### config.mk
export PLATFORM = sky130hd
export DESIGN_NAME = cf_sector_reader
export DESIGN_NICKNAME = d
export VERILOG_FILES = /design/src/rtl/cf_sector_reader.sv
export SDC_FILE = /design/constraint.sdc
export NUM_CORES = 1
export LEC_CHECK = 0
export BUFFER_PORTS_ARGS = -buffer_cell sky130_fd_sc_hd__buf_4
export CAP_MARGIN = 0
export CELL_PAD_IN_SITES_DETAIL_PLACEMENT = 1
export CELL_PAD_IN_SITES_GLOBAL_PLACEMENT = 2
export CORE_MARGIN = 3
export CORE_UTILIZATION = 37
export CTS_BUF_LIST = sky130_fd_sc_hd__clkbuf_8 sky130_fd_sc_hd__clkbuf_16
export DETAILED_ROUTE_END_ITERATION = 8
export GPL_TIMING_DRIVEN = 0
export PLACE_DENSITY = 0.83
export SLEW_MARGIN = 0
export SYNTH_ARGS = -nofsm -noshare
export SYNTH_HDL_FRONTEND = slang
export SYNTH_SLANG_ARGS = --single-unit
export TNS_END_PERCENT = 10
### constraint.sdc
create_clock -name clk -period 2.9 [get_ports clk]
set_input_delay 0.435 -clock clk [delete_from_list [all_inputs] [get_ports clk]]
set_output_delay 0.435 -clock clk [all_outputs]
set_load 0.05 [all_outputs]
### src/rtl/cf_sector_reader.sv
module cf_sector_reader #(
  parameter int BUS8         = 0,
  parameter int HI_FIRST     = 1,
  parameter int CLK_HZ       = 100_000_000,
  parameter int LOCK_POLLS   = 10,
  parameter int READY_POLLS  = 2000,
  parameter int SECTOR_BYTES = 512,
  parameter int CNT_W        = 16
) (
  input  logic             clk,
  input  logic             rst_n,
  input  logic             start,
  input  logic [27:0]      start_lba,
  input  logic [CNT_W-1:0] start_count,
  output logic             idle,
  output logic             done,
  output logic [1:0]       err,
  output logic [6:0]       bus_addr,
  output logic             bus_rd,
  output logic             bus_wr,
  output logic [15:0]      bus_wdata,
  input  logic [15:0]      bus_rdata,
  input  logic             bus_ack,
  output logic [7:0]       out_data,
  output logic             out_valid,
  input  logic             out_ready
);
  localparam int LOCK_GAP  = (CLK_HZ / 10 > 1) ? CLK_HZ / 10 : 1;
  localparam int READY_GAP = (CLK_HZ / 1000 > 1) ? CLK_HZ / 1000 : 1;
  localparam int GAP_W     = $clog2(LOCK_GAP + 1);
  localparam int MAXP      = (LOCK_POLLS > READY_POLLS) ? LOCK_POLLS : READY_POLLS;
  localparam int POLL_W    = $clog2(MAXP + 1);
  localparam int BPS       = SECTOR_BYTES / 32;
  localparam int BC_W      = $clog2(256 * BPS + 1);

  localparam logic [6:0] A_MODE = 7'h00, A_STAT = 7'h04, A_ALO = 7'h10, A_AHI = 7'h12,
                         A_CMD = 7'h14, A_CTRL = 7'h18, A_DATA = 7'h40;

  typedef enum logic [4:0] {
    S_INIT, S_IDLE, S_ACC, S_WAIT,
    S_LK_SET, S_LK_POLL, S_LK_CHK,
    S_RDY_POLL, S_RDY_CHK,
    S_ADR_LO, S_ADR_HI, S_CMD, S_RST_RD, S_RST_SET,
    S_BUF_POLL, S_BUF_CHK, S_DATA, S_EMIT_LO, S_EMIT_HI,
    S_CLR_RD, S_CLR_WR, S_NEXT, S_REL_RD, S_REL_WR, S_FIN
  } state_t;

  state_t             state, ret;
  logic               phase;
  logic [6:0]         acc_addr;
  logic               acc_wr;
  logic [15:0]        acc_wd, word;
  logic [7:0]         hold;
  logic [27:0]        lba;
  logic [CNT_W-1:0]   rem;
  logic [8:0]         chunk;
  logic [POLL_W-1:0]  pcnt;
  logic [GAP_W-1:0]   gap;
  logic [BC_W-1:0]    bcnt;
  logic [3:0]         wcnt;
  logic               sel_hi;
  logic [15:0]        rd_word;

  assign sel_hi    = phase ^ (HI_FIRST != 0);
  assign bus_addr  = acc_addr | {6'd0, (BUS8 != 0) && phase};
  assign bus_wdata = (BUS8 != 0) ? {8'h00, sel_hi ? acc_wd[15:8] : acc_wd[7:0]} : acc_wd;
  assign rd_word   = (BUS8 == 0)    ? bus_rdata :
                     (HI_FIRST != 0) ? {hold, bus_rdata[7:0]} : {bus_rdata[7:0], hold};
  assign bus_rd    = (state == S_ACC) && !acc_wr;
  assign bus_wr    = (state == S_ACC) && acc_wr;
  assign out_valid = (state == S_EMIT_LO) || (state == S_EMIT_HI);
  assign out_data  = (state == S_EMIT_HI) ? word[15:8] : word[7:0];
  assign idle      = (state == S_IDLE);

  task automatic issue(input logic [6:0] a, input logic w, input logic [15:0] d, input state_t r);
    acc_addr <= a;
    acc_wr   <= w;
    acc_wd   <= d;
    ret      <= r;
    phase    <= 1'b0;
    state    <= S_ACC;
  endtask

  always_ff @(posedge clk or negedge rst_n) begin
    if (!rst_n) begin
      state <= S_INIT; ret <= S_IDLE; phase <= 1'b0;
      acc_addr <= '0; acc_wr <= 1'b0; acc_wd <= '0; word <= '0; hold <= '0;
      lba <= '0; rem <= '0; chunk <= '0; pcnt <= '0; gap <= '0; bcnt <= '0; wcnt <= '0;
      done <= 1'b0; err <= 2'd0;
    end else begin
      done <= 1'b0;
      case (state)
        S_INIT: issue(A_MODE, 1'b1, (BUS8 != 0) ? 16'h0000 : 16'h0001, S_IDLE);
        S_IDLE:
          if (start) begin
            err <= 2'd0;
            lba <= start_lba;
            rem <= start_count;
            if (start_count == '0) done <= 1'b1;
            else issue(A_CTRL, 1'b0, 16'h0000, S_LK_SET);
          end
        S_ACC:
          if (bus_ack) begin
            if ((BUS8 != 0) && !phase) begin
              hold  <= bus_rdata[7:0];
              phase <= 1'b1;
            end else begin
              if (!acc_wr) word <= rd_word;
              phase <= 1'b0;
              state <= ret;
            end
          end
        S_WAIT:
          if (gap == '0) state <= ret;
          else gap <= gap - 1'b1;
        S_LK_SET: begin
          pcnt <= '0;
          issue(A_CTRL, 1'b1, word | 16'h0002, S_LK_POLL);
        end
        S_LK_POLL: issue(A_STAT, 1'b0, 16'h0000, S_LK_CHK);
        S_LK_CHK:
          if (word[1]) begin
            pcnt  <= '0;
            state <= S_RDY_POLL;
          end else if (pcnt == POLL_W'(LOCK_POLLS - 1)) begin
            err   <= word[4] ? 2'd2 : 2'd1;
            state <= S_REL_RD;
          end else begin
            pcnt  <= pcnt + 1'b1;
            gap   <= GAP_W'(LOCK_GAP - 1);
            ret   <= S_LK_POLL;
            state <= S_WAIT;
          end
        S_RDY_POLL: issue(A_STAT, 1'b0, 16'h0000, S_RDY_CHK);
        S_RDY_CHK:
          if (!word[4]) begin
            err   <= 2'd1;
            state <= S_REL_RD;
          end else if (word[8]) begin
            state <= S_ADR_LO;
          end else if (pcnt == POLL_W'(READY_POLLS - 1)) begin
            err   <= 2'd3;
            state <= S_REL_RD;
          end else begin
            pcnt  <= pcnt + 1'b1;
            gap   <= GAP_W'(READY_GAP - 1);
            ret   <= S_RDY_POLL;
            state <= S_WAIT;
          end
        S_ADR_LO: begin
          chunk <= (rem > CNT_W'(256)) ? 9'd256 : rem[8:0];
          issue(A_ALO, 1'b1, lba[15:0], S_ADR_HI);
        end
        S_ADR_HI: issue(A_AHI, 1'b1, {4'h0, lba[27:16]}, S_CMD);
        S_CMD:    issue(A_CMD, 1'b1, {6'd0, 2'b11, chunk[7:0]}, S_RST_RD);
        S_RST_RD: issue(A_CTRL, 1'b0, 16'h0000, S_RST_SET);
        S_RST_SET: begin
          bcnt <= BC_W'(chunk) * BC_W'(BPS);
          issue(A_CTRL, 1'b1, word | 16'h0080, S_BUF_POLL);
        end
        S_BUF_POLL: issue(A_STAT, 1'b0, 16'h0000, S_BUF_CHK);
        S_BUF_CHK:
          if (word[5]) begin
            wcnt  <= '0;
            state <= S_DATA;
          end else state <= S_BUF_POLL;
        S_DATA:    issue(A_DATA, 1'b0, 16'h0000, S_EMIT_LO);
        S_EMIT_LO: if (out_ready) state <= S_EMIT_HI;
        S_EMIT_HI:
          if (out_ready) begin
            wcnt <= wcnt + 1'b1;
            if (wcnt == 4'hF) begin
              bcnt  <= bcnt - 1'b1;
              state <= (bcnt == BC_W'(1)) ? S_CLR_RD : S_BUF_POLL;
            end else state <= S_DATA;
          end
        S_CLR_RD: issue(A_CTRL, 1'b0, 16'h0000, S_CLR_WR);
        S_CLR_WR: issue(A_CTRL, 1'b1, word & 16'hFF7F, S_NEXT);
        S_NEXT: begin
          lba   <= lba + 28'(chunk);
          rem   <= rem - CNT_W'(chunk);
          state <= (rem == CNT_W'(chunk)) ? S_REL_RD : S_ADR_LO;
        end
        S_REL_RD: issue(A_CTRL, 1'b0, 16'h0000, S_REL_WR);
        S_REL_WR: issue(A_CTRL, 1'b1, word & 16'hFFFD, S_FIN);
        S_FIN: begin
          done  <= 1'b1;
          state <= S_IDLE;
        end
        default: state <= S_IDLE;
      endcase
    end
  end
endmodule

Word-level counts from Yosys, hierarchy flattened
Index checks and enable logic that the tools add are counted.

storage, ports and cells
  bits in registers = 158
  input bits = 65
  output and inout bits = 38
  word-level logic and storage cells = 173

operators by class
  $add $sub $neg = 6
  order comparisons = 1
  equal/unequal tests = 47
  muxes and demuxes = 69
  bitwise gates (word level) = 1
  reductions and logical operators = 34

operator list
  cell                                                  count
  one-hot mux 16 bit (10 select lines)                  1
  two-way mux 24 bit                                    6
  two-way mux 5 bit                                     22
  one-hot mux 5 bit (18 select lines)                   1
  one-hot mux 24 bit (3 select lines)                   1
  one-hot mux 28 bit (2 select lines)                   1
  one-hot mux 7 bit (8 select lines)                    1
  two-way mux 11 bit                                    5
  one-hot mux 5 bit (10 select lines)                   1
  two-way mux 16 bit                                    3
  equality test 5 bit (second input constant)           9
  equality test 5 x 4 -> 1 bit (second input constant)  8
  one-hot mux 11 bit (3 select lines)                   1
  one-hot mux 16 bit (2 select lines)                   1
  adder 28 x 9 -> 28 bit                                1
  two-way mux 28 bit                                    1
  != test 2 bit (second input constant)                 14
  two-way mux 13 bit                                    2
  one-hot mux 13 bit (2 select lines)                   1
  logical NOT 24 bit                                    1
  subtractor 24 x 1 -> 24 bit (second input constant)   1
  equality test 5 x 3 -> 1 bit (second input constant)  4
  AND reduction 3 bit                                   6
  nonzero test 18 bit                                   1
  other kinds (43)                                      65

Depth between registers and ports, before layout
Gate-level depths: netlist of run 1.

  word-level depth = 5
  depth in mapped cells = 11
  depth with buffers taken out = 9

Worst setup path before layout of run 1
Ideal clock, no wire load.

  kind = register to register
  from = register state[4]
  to = register rem[13]
  library setup time = 0.142 ns
  arrival = 2.927 ns
  required time = 2.758 ns
  path slack = -0.169 ns
  cell stages (with the launch flop) = 10
  path buffers = 4
  clock period less this slack = 3.069 ns
  cell sequence = dfrtp_1 -> buf_6 -> or2_1 -> buf_2 -> nor3_1 -> nand2_1 -> clkbuf_1 -> clkbuf_1 -> o311ai_0 -> o211ai_1

on the way
  longest elaborated chain between the ends = 3
  elaborated cells between the ends (all ways) = 6
  classes of those cells = 3 x eq/ne; 1 x mux; 2 x reduce/logical

RTL lines
  item                                                           line  source
  start: declaration                                             48    state_t state, ret;
  start signal: assignment                                       110   state <= ret;
  start signal: assignment                                       114   if (gap == '0) state <= ret;
  start signal: assignment                                       174   state <= (bcnt == BC_W'(1)) ? S_CLR_RD : S_BUF_POLL;
  equality test 5 x 1 -> 1 bit *                                 n/a
  named net idle                                                 15    output logic idle,
  != test 2 bit (no line) or nonzero test 2 bit (tied branches)  n/a
  AND reduction 2 bit (no line)                                  n/a
  end signal: assignment                                         98    rem <= start_count;
  end signal: assignment                                         181   rem <= rem - CNT_W'(chunk);
  end: declaration                                               55    logic [CNT_W-1:0] rem;

Mark *: on every way through the listed nets, which the timed path passes. The rest lies on a longest branch.
A chain may end at the register's enable or synchronous reset.

Worst setup path after layout of run 1
  from = register state[1]
  to = output port out_data[5]

on the way
  longest elaborated chain between the ends = 2

RTL lines
  item                 line  source
  equality test 5 bit  72    assign out_data = (state == S_EMIT_HI) ? word[15:8] : word[7:0];
  two-way mux 8 bit    72
  end: declaration     24    output logic [7:0] out_data,

Every way passes these cells.

==> results.cfg, run 1 <==
[critical_path]
arrival_ns = 2.40
cp_max_fo = 10
critPathRequiredTime_ns = 2.47
start_kind = flip-flop
end_kind = output pin
worstSetupPathType = flip-flop to output pin
r2r_cells = 9

[timing]
finalCriticalPeriod_ns = 2.839
period_share_pct = 97.90
setup_viol = 0
fmax_mhz = 352.2
hold_viol = 0
fin_skew_ns = 0.01523
whs_ns = 0.2114
maxSlewViolCount = 0
worst_slew_pin_slew_ns = 0.9456
rsz0062_at_grt = true
slew_headroom_pct = 36.47

[pwr]
powerDensity_mw_per_mm2 = 1020
p_leak_nw = 4.887
p_sw_mw = 5.455
swShare_pct = 46.54
peakVddDrop_mv = 0.5213
p_comb_share_pct = 46.1
p_seq_share_pct = 33.4
internal_power_mw = 6.266
p_clk_share_pct = 20.5

[place]
portBuffers = 99
placedCellCount = 1515
place.gp.congestion = 0.9264
dpl.hpwl_um = 25650

[final_layout]
area_growth_pct = 20.71
area.sequential_mm2 = 0.003908
nets = 1297
final_cells = 1548
multi_input_area_mm2 = 0.005289
diodes = 0
layout_common_cells = 153 x dfrtp_1, 110 x nand2_1, 102 x buf_4
layout_commonest_cell = dfrtp_1
drive_gt1_share_pct = 18.23
nFillCells = 2979

[cts]
cts_buffers = 17
cts_buffer_depth = 2
cts_sinks = 156
cts_max_level = 4
worstSkewPairLatency_ns = 0.44
cts_tree = done
cts.clk_slew.worst_paths_ns = 0.08
root_buffer = clkbuf_16

[routing]
wire_per_inst_um = 22.48
drtAntennaViolNets = 0
drt_iter0_markers = 806
totalWireLength_um = 34790
dr.pass1.iters = 5
drc = 0
vias_per_cell = 6.035
vias = 9342

[grt]
antenna_found_initial = 1
grt_pass1_wl_um = 55450
first_global_vias = 9568
grt_max_degree = 111
grt_overflow_total = 0
grtUsageTotal_pct = 25.04

[floorplanning]
fp.dieW_um = 166.4
rows = 58
die_h_um = 166.4
dieArea_mm2 = 0.02769
initial_utilization_pct = 37.70
fp.coreArea_mm2 = 0.02525
pin_count = 103

[worst_hold_path]
hold_depth = 3
hold_class = input port to flip-flop

[synthesis]
ys.flop_type = dfrtp_1
synth-edff-count = 0
synth_area_leaders = dfrtp_1 41%, o21ai_0 4.5%, nand2_1 4.4%
async_flop_share_pct = 100.0
yosysWarnings = 0
syn-instance-count = 1084
ys_types = 84
synth_area_mm2 = 0.009520
yosysTopAreaCellShare_pct = 40.74
synth_seq_cells = 156
synth_top_area_cell = dfrtp_1
postSynthAreaPerCell_um2 = 8.783
synth-seq-area-share_pct = 41.02

[outcome]
outcome = finished, final reports clean

[flow_run]
cap_viol_max_count = 0
timing repair:
action / CTS / global route
buffers inserted: 1 / 0
setup endpoints to repair: 22 / 59
gates resized for setup: 14 / 24
endpoints found under the hold margin: 46 / 0
pin swaps: 1 / 0
hold buffers: 1 / 0
critical path: stages, from the launching register on:
cell	delay (ns)
dfrtp_1	0.45
clkbuf_4	0.26
nand2_1	0.15
nor3_4	0.22
clkbuf_8	0.24
clkbuf_4	0.22
nand2_1	0.06
o21ai_0	0.12
buf_4	0.25
kinds of logic after synthesis:
logic type                 count (synthesis)  synth area share, %
xor gates and xnor gates                  25                2.300
and+or+nand+nor                          405                21.28
adders and majority gates                 27                3.706
DFF                                      156                41.02
other                                      1              0.03939
muxes                                     20                2.339
buffers and inverters                    108                4.757
AOI/OAI and AO/OA                        342                24.56
state kept, by name, summed over array words and instances (netlist names):
register	flops
rem	16
wcnt	4
err	2
bus_addr	5
lba	28
state	5
chunk	9
word	16
gap	24
bus_wdata	16
ret	5
done	1
acc_wr	1
bcnt	13
pcnt	11
cells in the mapped netlist, types with 7 or more instances:
cell	n
a22oi_1	15
nor2b_1	10
dfrtp_1	155
a222oi_1	12
nand2_1	111
a21oi_1	55
and3_1	11
clkbuf_1	38
xnor2_1	18
o22ai_1	15
nor4_1	20
mux2_2	18
inv_1	45
o21ai_0	86
or4_1	9
buf_2	17
a21o_1	11
o31ai_1	11
a31oi_1	22
ha_1	25
a22o_1	7
or3_1	11
o211ai_1	18
and4_1	8
nand3_1	36
nand2b_1	14
xor2_1	7
nor3_1	43
a211oi_1	17
nand4_1	14
nor2_1	85
worst paths after layout:
check	slack [ns]	from	end
worst min-delay path	0.21	start_lba[17]	lba[17]
max in group asynchronous	1.47	rst_n	chunk[1]
worst max register to register	0.10	state[4]	bus_wdata[15]
worst max-delay path	0.06	state[1]	out_data[5]
worst min register to register	0.48	bus_addr[1]	bus_addr[1]
min in group asynchronous	0.48	rst_n	lba[27]
power by group through the flow:
| stage | registers, mW | logic [mW] | clock network, mW |
|---|---|---|---|
| after floorplan | 3.91 | 3.40 | 0 |
| after global placement | 3.90 | 5.14 | 0 |
| after detailed placement | 3.92 | 5.24 | 0 |
| after CTS | 3.89 | 5.32 | 2.45 |
| after global routing | 4.01 | 5.94 | 2.55 |
| final | 3.91 | 5.40 | 2.41 |
final cells by class:
class | instances | share of cell area, %
Buffer | 61 | 2.591
Clock buffer | 17 | 3.702
Clock inverter | 15 | 1.633
Inverter | 46 | 1.535
Multi-Input combinational cell | 821 | 46.02
Sequential cell | 156 | 34.00
Tap cell | 330 | 3.593
Timing Repair Buffer | 102 | 6.924
stage by stage:
step,util [%],cell area [um2],power [mW],setup slack (ns),setup TNS [ns]
2_1_floorplan,-,9529,7.308,0.1532,0
3_3_place_gp,42.31,10690,9.041,-0.4710,-4.663
3_5_place_dp,42.45,10720,9.162,-0.4624,-5.509
4_1_cts,45.15,11400,11.66,-0.02016,-0.02016
5_1_grt,45.51,11490,12.50,-0.05243,-0.1616
6_report,45.51,11490,11.72,0.06078,0
layer usage:
layer,up-vias,global-route usage (%),part of all wire (%),wire (um)
li1,4317,-,-,-
met1,4689,36.73,48,16570
met2,289,38.05,45,15550
met3,47,4.154,5.4,1889
met4,0,7.676,2.3,788
met5,-,0,0,0
(Power assumes the default switching activity.)
==> run 2, diff against run 1 <==
- CELL_PAD_IN_SITES_DETAIL_PLACEMENT: 1 -> not set
- CELL_PAD_IN_SITES_GLOBAL_PLACEMENT: 2 -> not set
- PLACE_DENSITY: 0.83 -> 0.57
==> run 2 against run 1 <==
Compared with the run above: wire length fell by 9.6%; critical path type unchanged; design area fell by 0.76%; sequential power fell by 1%; largest power group unchanged; critical path depth fell by 1; global-route usage fell by 2.7 points; maximum frequency rose by 1.5%; first-iteration DRC count rose by 33%; worst hold slack improved by 0.0049 ns; clock-buffer cell count rose by 1; register-to-register slack improved by 0.02 ns; utilization fell by 0.35 points; combinational power fell by 3%.
==> results.cfg, run 2 (synthesized netlist as in run 1, its figures left out) <==
[outcome]
outcome = finished, final reports clean

[grt]
grt_busiest_layer = met1
grt_overflow_total = 0
grtUsageMet2_pct = 32.90
grt_max_degree = 86
grt_pass1_wl_um = 49820
antenna_found_initial = 0
use_met3_pct = 4.462
grt_util_met1_pct = 33.44
grtUsageTotal_pct = 22.34
first_global_vias = 8674

[timing]
finalCriticalPeriod_ns = 2.798
finalSetupTns_ns = 0
worst_slew_pin_slew_ns = 0.9912
setup_viol = 0
period_share_pct = 96.50
fin_skew_ns = 0.01585
slew_headroom_pct = 33.41
fmax_mhz = 357.4
maxSlewViolCount = 0
hold_viol = 0
rsz0062_at_grt = true

[cts]
cts.clk_slew.worst_paths_ns = 0.07
cts_buffers = 17
worstSkewPairLatency_ns = 0.43
root_buffer = clkbuf_16
cts_sinks = 156
cts_buffer_depth = 2
cts_max_level = 4
cts_tree = done

[critical_path]
cp_cell_sequence = buf_2 -> clkinv_1 -> nor2_2 -> nand2_4 -> nand2_1 -> nand2_1 -> buf_4
start_kind = flip-flop
critPathRequiredTime_ns = 2.47
crit_family = buffers and inverters
critPathBufInv = 3
end_kind = output pin
cp_max_fo = 17
worstSetupPathType = flip-flop to output pin
cpPeakStageDelay_ns = 0.45
crit_path_frequent_cell = nand2_1
regToRegSetupSlack_ns = 0.12
r2r_cells = 7
cp_slowest_cell = dfrtp_1
cp.depth = 7
arrival_ns = 2.36

[final_layout]
fin_util_pct = 45.16
nets = 1298
regMostFlops = lba
layout_commonest_cell = dfrtp_1
layout_common_cells = 154 x dfrtp_1, 110 x nand2_1, 104 x buf_4
final_cells = 1549
diodes = 0
area_growth_pct = 19.79
drive_gt1_share_pct = 17.80
largest_register_ffs = 28
nFillCells = 2532
reg_top3 = lba x28, gap x24

[floorplanning]
fp.dieW_um = 166.4
die_h_um = 166.4
fp.coreArea_mm2 = 0.02525
rows = 58
pin_count = 103
initial_utilization_pct = 37.70
dieArea_mm2 = 0.02769

[worst_hold_path]
hold_depth = 2
hold_class = input port to flip-flop

[pwr]
peakVddDrop_mv = 0.5493
p_leak_nw = 4.849
powerDensity_mw_per_mm2 = 994.4

[routing]
drtAntennaViolNets = 0
dr.pass1.iters = 5
wire_per_inst_um = 20.31
vias = 9183
vias_per_cell = 5.928
totalWireLength_um = 31460
drt_iter0_markers = 1068
drc = 0

[place]
placedCellCount = 1515
place.gp.congestion = 0.9525
dpl.hpwl_um = 23110
portBuffers = 99

[flow_run]
cap_viol_max_count = 0
## run 2: changes by cell type in the layout (fill, tap and decap cells not counted), sizes merged
| cell | previous run | this run |
|---|---|---|
| buf | 124 | 127 |
| bufinv | 3 | 1 |
| clkbuf | 55 | 54 |
| clkinv | 4 | 6 |
| clkinvlp | 3 | 2 |
## run 2: repair_timing
action | CTS | global route
buffers inserted | 0 | 3
pin swaps | 0 | 2
endpoints found under the hold margin | 12 | 0
hold buffers | 1 | 0
setup endpoints to repair | 17 | 52
resized for setup | 12 | 12
## run 2: power breakdown
group          switching [mW]  total [mW]  internal [mW]
registers               0.906        3.86           2.95
clock network            1.01        2.23           1.22
logic                    3.34        5.25           1.91
## run 2: worst paths after layout
check                              start            to
hold / removal             start_lba[10]       lba[10]
setup / recovery                state[1]   out_data[0]
min in group asynchronous          rst_n       pcnt[3]
hold reg to reg             bus_wdata[6]  bus_wdata[6]
max in group asynchronous          rst_n  bus_wdata[1]
setup reg to reg                 pcnt[0]        gap[9]
## run 2: cell type report
cell class	instances	area, um2	area share, %
tap	330	412.9	3.620
buffer	60	285.3	2.501
multi-input combinational	821	5245	45.99
clock inverter	14	132.6	1.163
timing repair buffer	104	810.8	7.109
sequential	156	3906	34.25
clock buffer	18	439.2	3.851
inverter	46	172.7	1.514
## run 2: per-layer routing
layer | share of wire [%] | wire, um
met5 | 0 | 0
met4 | 2.3 | 738
met3 | 6.7 | 2116
met2 | 43 | 13540
met1 | 48 | 15060
## run 2: through the flow
| stage | power, mW | worst slack (ns) | hold slack (ns) | cell area, um2 |
|---|---|---|---|---|
| after floorplan | 7.308 | 0.1532 | 0.1394 | 9529 |
| after global placement | 8.961 | -0.3098 | 0.4631 | 10690 |
| after detailed placement | 8.994 | -0.3090 | 0.4412 | 10720 |
| after CTS | 11.28 | -0.003941 | 0.2162 | 11350 |
| after global routing | 12.08 | -0.05169 | 0.2163 | 11400 |
| final | 11.34 | 0.1016 | 0.2163 | 11400 |
==> run 3, diff against run 2 <==
--- a/config.mk
+++ b/config.mk
@@ -10,5 +10,4 @@
 export CORE_MARGIN = 3
 export CORE_UTILIZATION = 37
-export CTS_BUF_LIST = sky130_fd_sc_hd__clkbuf_8 sky130_fd_sc_hd__clkbuf_16
 export DETAILED_ROUTE_END_ITERATION = 8
 export GPL_TIMING_DRIVEN = 0
==> constraint.sdc (replaced) <==
create_clock -name clk -period 2.9 [get_ports clk]
set_input_delay 0.58 -clock clk [delete_from_list [all_inputs] [get_ports clk]]
set_output_delay 0.58 -clock clk [all_outputs]
set_load 0.05 [all_outputs]
==> run 3 against run 2 <==
Compared with the run above: the run now ends with negative setup slack left; final cell count shrank 0.13%; design area shrank 0.12%; sequential power about the same; global-route usage is essentially flat; register-to-register slack got worse by 0.02 ns; worst hold slack got worse by 0.12 ns; clock skew is 0.0023 ns lower; wire length fell by 0.43%; die area is the same; combinational power about the same; via count about the same; non-clock buffer count is 2 lower.
==> results.cfg, run 3 (synthesized netlist as in run 1, its figures left out) <==
[outcome]
outcome = finished with violations
violations = negative setup slack

[floorplanning]
die_h_um = 166.4
pin_count = 103
fp.coreArea_mm2 = 0.02525
rows = 58
fp.dieW_um = 166.4
dieArea_mm2 = 0.02769
initial_utilization_pct = 37.70

[critical_path]
crit_family = simple AND/OR/NAND/NOR gates
start_kind = flip-flop
critPathRequiredTime_ns = 2.32
arrival_ns = 2.32
critPathBufInv = 3
cpPeakStageDelay_ns = 0.43
end_kind = output pin
cp_max_fo = 10
worstSetupPathType = flip-flop to output pin
cp_cell_sequence = or2_2 -> nor3_4 -> clkbuf_8 -> clkbuf_4 -> nand2_1 -> o21ai_0 -> buf_4
cp_slowest_cell = dfrtp_1

[routing]
drt_iter0_markers = 1119
drtAntennaViolNets = 0
vias_per_cell = 5.934
totalWireLength_um = 31320
vias = 9180
drc = 0
dr.pass1.iters = 8
wire_per_inst_um = 20.25

[timing]
fin_skew_ns = 0.01357
fmax_mhz = 344.4
rsz0062_at_grt = true
maxSlewViolCount = 0
setup_viol = 1
worst_slew_pin_slew_ns = 1.004
hold_viol = 0
finalCriticalPeriod_ns = 2.904
period_share_pct = 100.1
slew_headroom_pct = 32.55
setup_slack_ns = -0.003976

[final_layout]
reg_top3 = lba x28, gap x24
area_growth_pct = 19.65
layout_common_cells = 154 x dfrtp_1, 110 x nand2_1, 102 x buf_4
regMostFlops = lba
diodes = 0
area.sequential_mm2 = 0.003906
nFillCells = 2535
drive_gt1_share_pct = 17.83
largest_register_ffs = 28
final_cells = 1547
layout_commonest_cell = dfrtp_1
multi_input_area_mm2 = 0.005245
nets = 1296

[grt]
first_global_vias = 8663
antenna_found_initial = 0
grt_pass1_wl_um = 49890
grt_overflow_total = 0
grt_max_degree = 86
grtUsageTotal_pct = 22.37

[pwr]
internal_power_mw = 6.086
swShare_pct = 46.26
p_clk_share_pct = 19.7
p_comb_share_pct = 46.3
p_seq_share_pct = 34.0
p_leak_nw = 4.838
p_sw_mw = 5.240
peakVddDrop_mv = 0.5482
powerDensity_mw_per_mm2 = 994.3

[place]
pre_cts_ws_ns = -0.3721
portBuffers = 99
place.gp.congestion = 0.9525
dpl.hpwl_um = 23110
placedCellCount = 1515

[cts]
root_buffer = clkbuf_16
cts_max_level = 4
worstSkewPairLatency_ns = 0.43
postCtsHoldBufs = 0
cts_sinks = 156
cts_tree = done
cts_buffer_depth = 2
cts.clk_slew.worst_paths_ns = 0.07
cts_buffers = 17

[flow_run]
cap_viol_max_count = 0

[worst_hold_path]
hold_class = input port to asynchronous set/reset pin
-- run 3: per-layer routing --
| metal | GRT usage [%] | vias to the layer above | wire, um |
|---|---|---|---|
| met5 | 0 | - | 0 |
| met4 | 6.241 | 0 | 676 |
| met3 | 4.272 | 42 | 2224 |
| met2 | 32.92 | 363 | 13670 |
| met1 | 33.64 | 4467 | 14750 |
| li1 | - | 4308 | - |
-- run 3: stage by stage --
step / utilization [%] / instance area, um2 / hold WS (ns) / power (mW) / TNS [ns]
after floorplan: - / 9529 / 0.2844 / 7.308 / 0
after global placement: 42.31 / 10690 / 0.4631 / 8.961 / -5.553
after detailed placement: 42.45 / 10720 / 0.4690 / 8.994 / -4.113
after CTS: 44.96 / 11350 / 0.1268 / 11.29 / 0
after global routing: 45.11 / 11390 / 0.1383 / 12.09 / -0.7796
final: 45.11 / 11390 / 0.09657 / 11.33 / -0.003976
-- run 3: final timing paths --
kind	start	endpoint	slack, ns	depth (start not counted)
worst min register to register	bus_wdata[6]	bus_wdata[6]	0.48	2
worst max register to register	pcnt[0]	gap[9]	0.10	7
min in group clk	start_lba[10]	lba[10]	0.37	2
worst min-delay path	rst_n	pcnt[3]	0.1	1
max in group asynchronous	rst_n	bus_wdata[1]	1.95	2
worst max-delay path	state[0]	out_data[5]	-0.004	7
-- run 3: repair_timing --
item                       in CTS  in global routing
gates resized for setup        14                 12
setup buffers                   1                  0
pin swaps                       1                  1
setup endpoints to repair      17                 52
-- run 3: area by class of cell --
cell class                      count  area share [%]
Clock buffer                       18           3.855
Buffer                             61           2.570
Sequential cell                   156           34.29
Inverter                           46           1.549
Tap cell                          330           3.625
Timing Repair Buffer              101           6.898
Multi-Input combinational cell    821           46.05
Clock inverter                     14           1.164
-- run 3: power by group through the flow --
stage | Combinational, mW | Clock [mW] | Sequential, mW
after floorplan | 3.40 | 0 | 3.91
after global placement | 5.10 | 0 | 3.86
after detailed placement | 5.12 | 0 | 3.87
after CTS | 5.18 | 2.27 | 3.84
after global routing | 5.76 | 2.36 | 3.97
final | 5.24 | 2.23 | 3.85
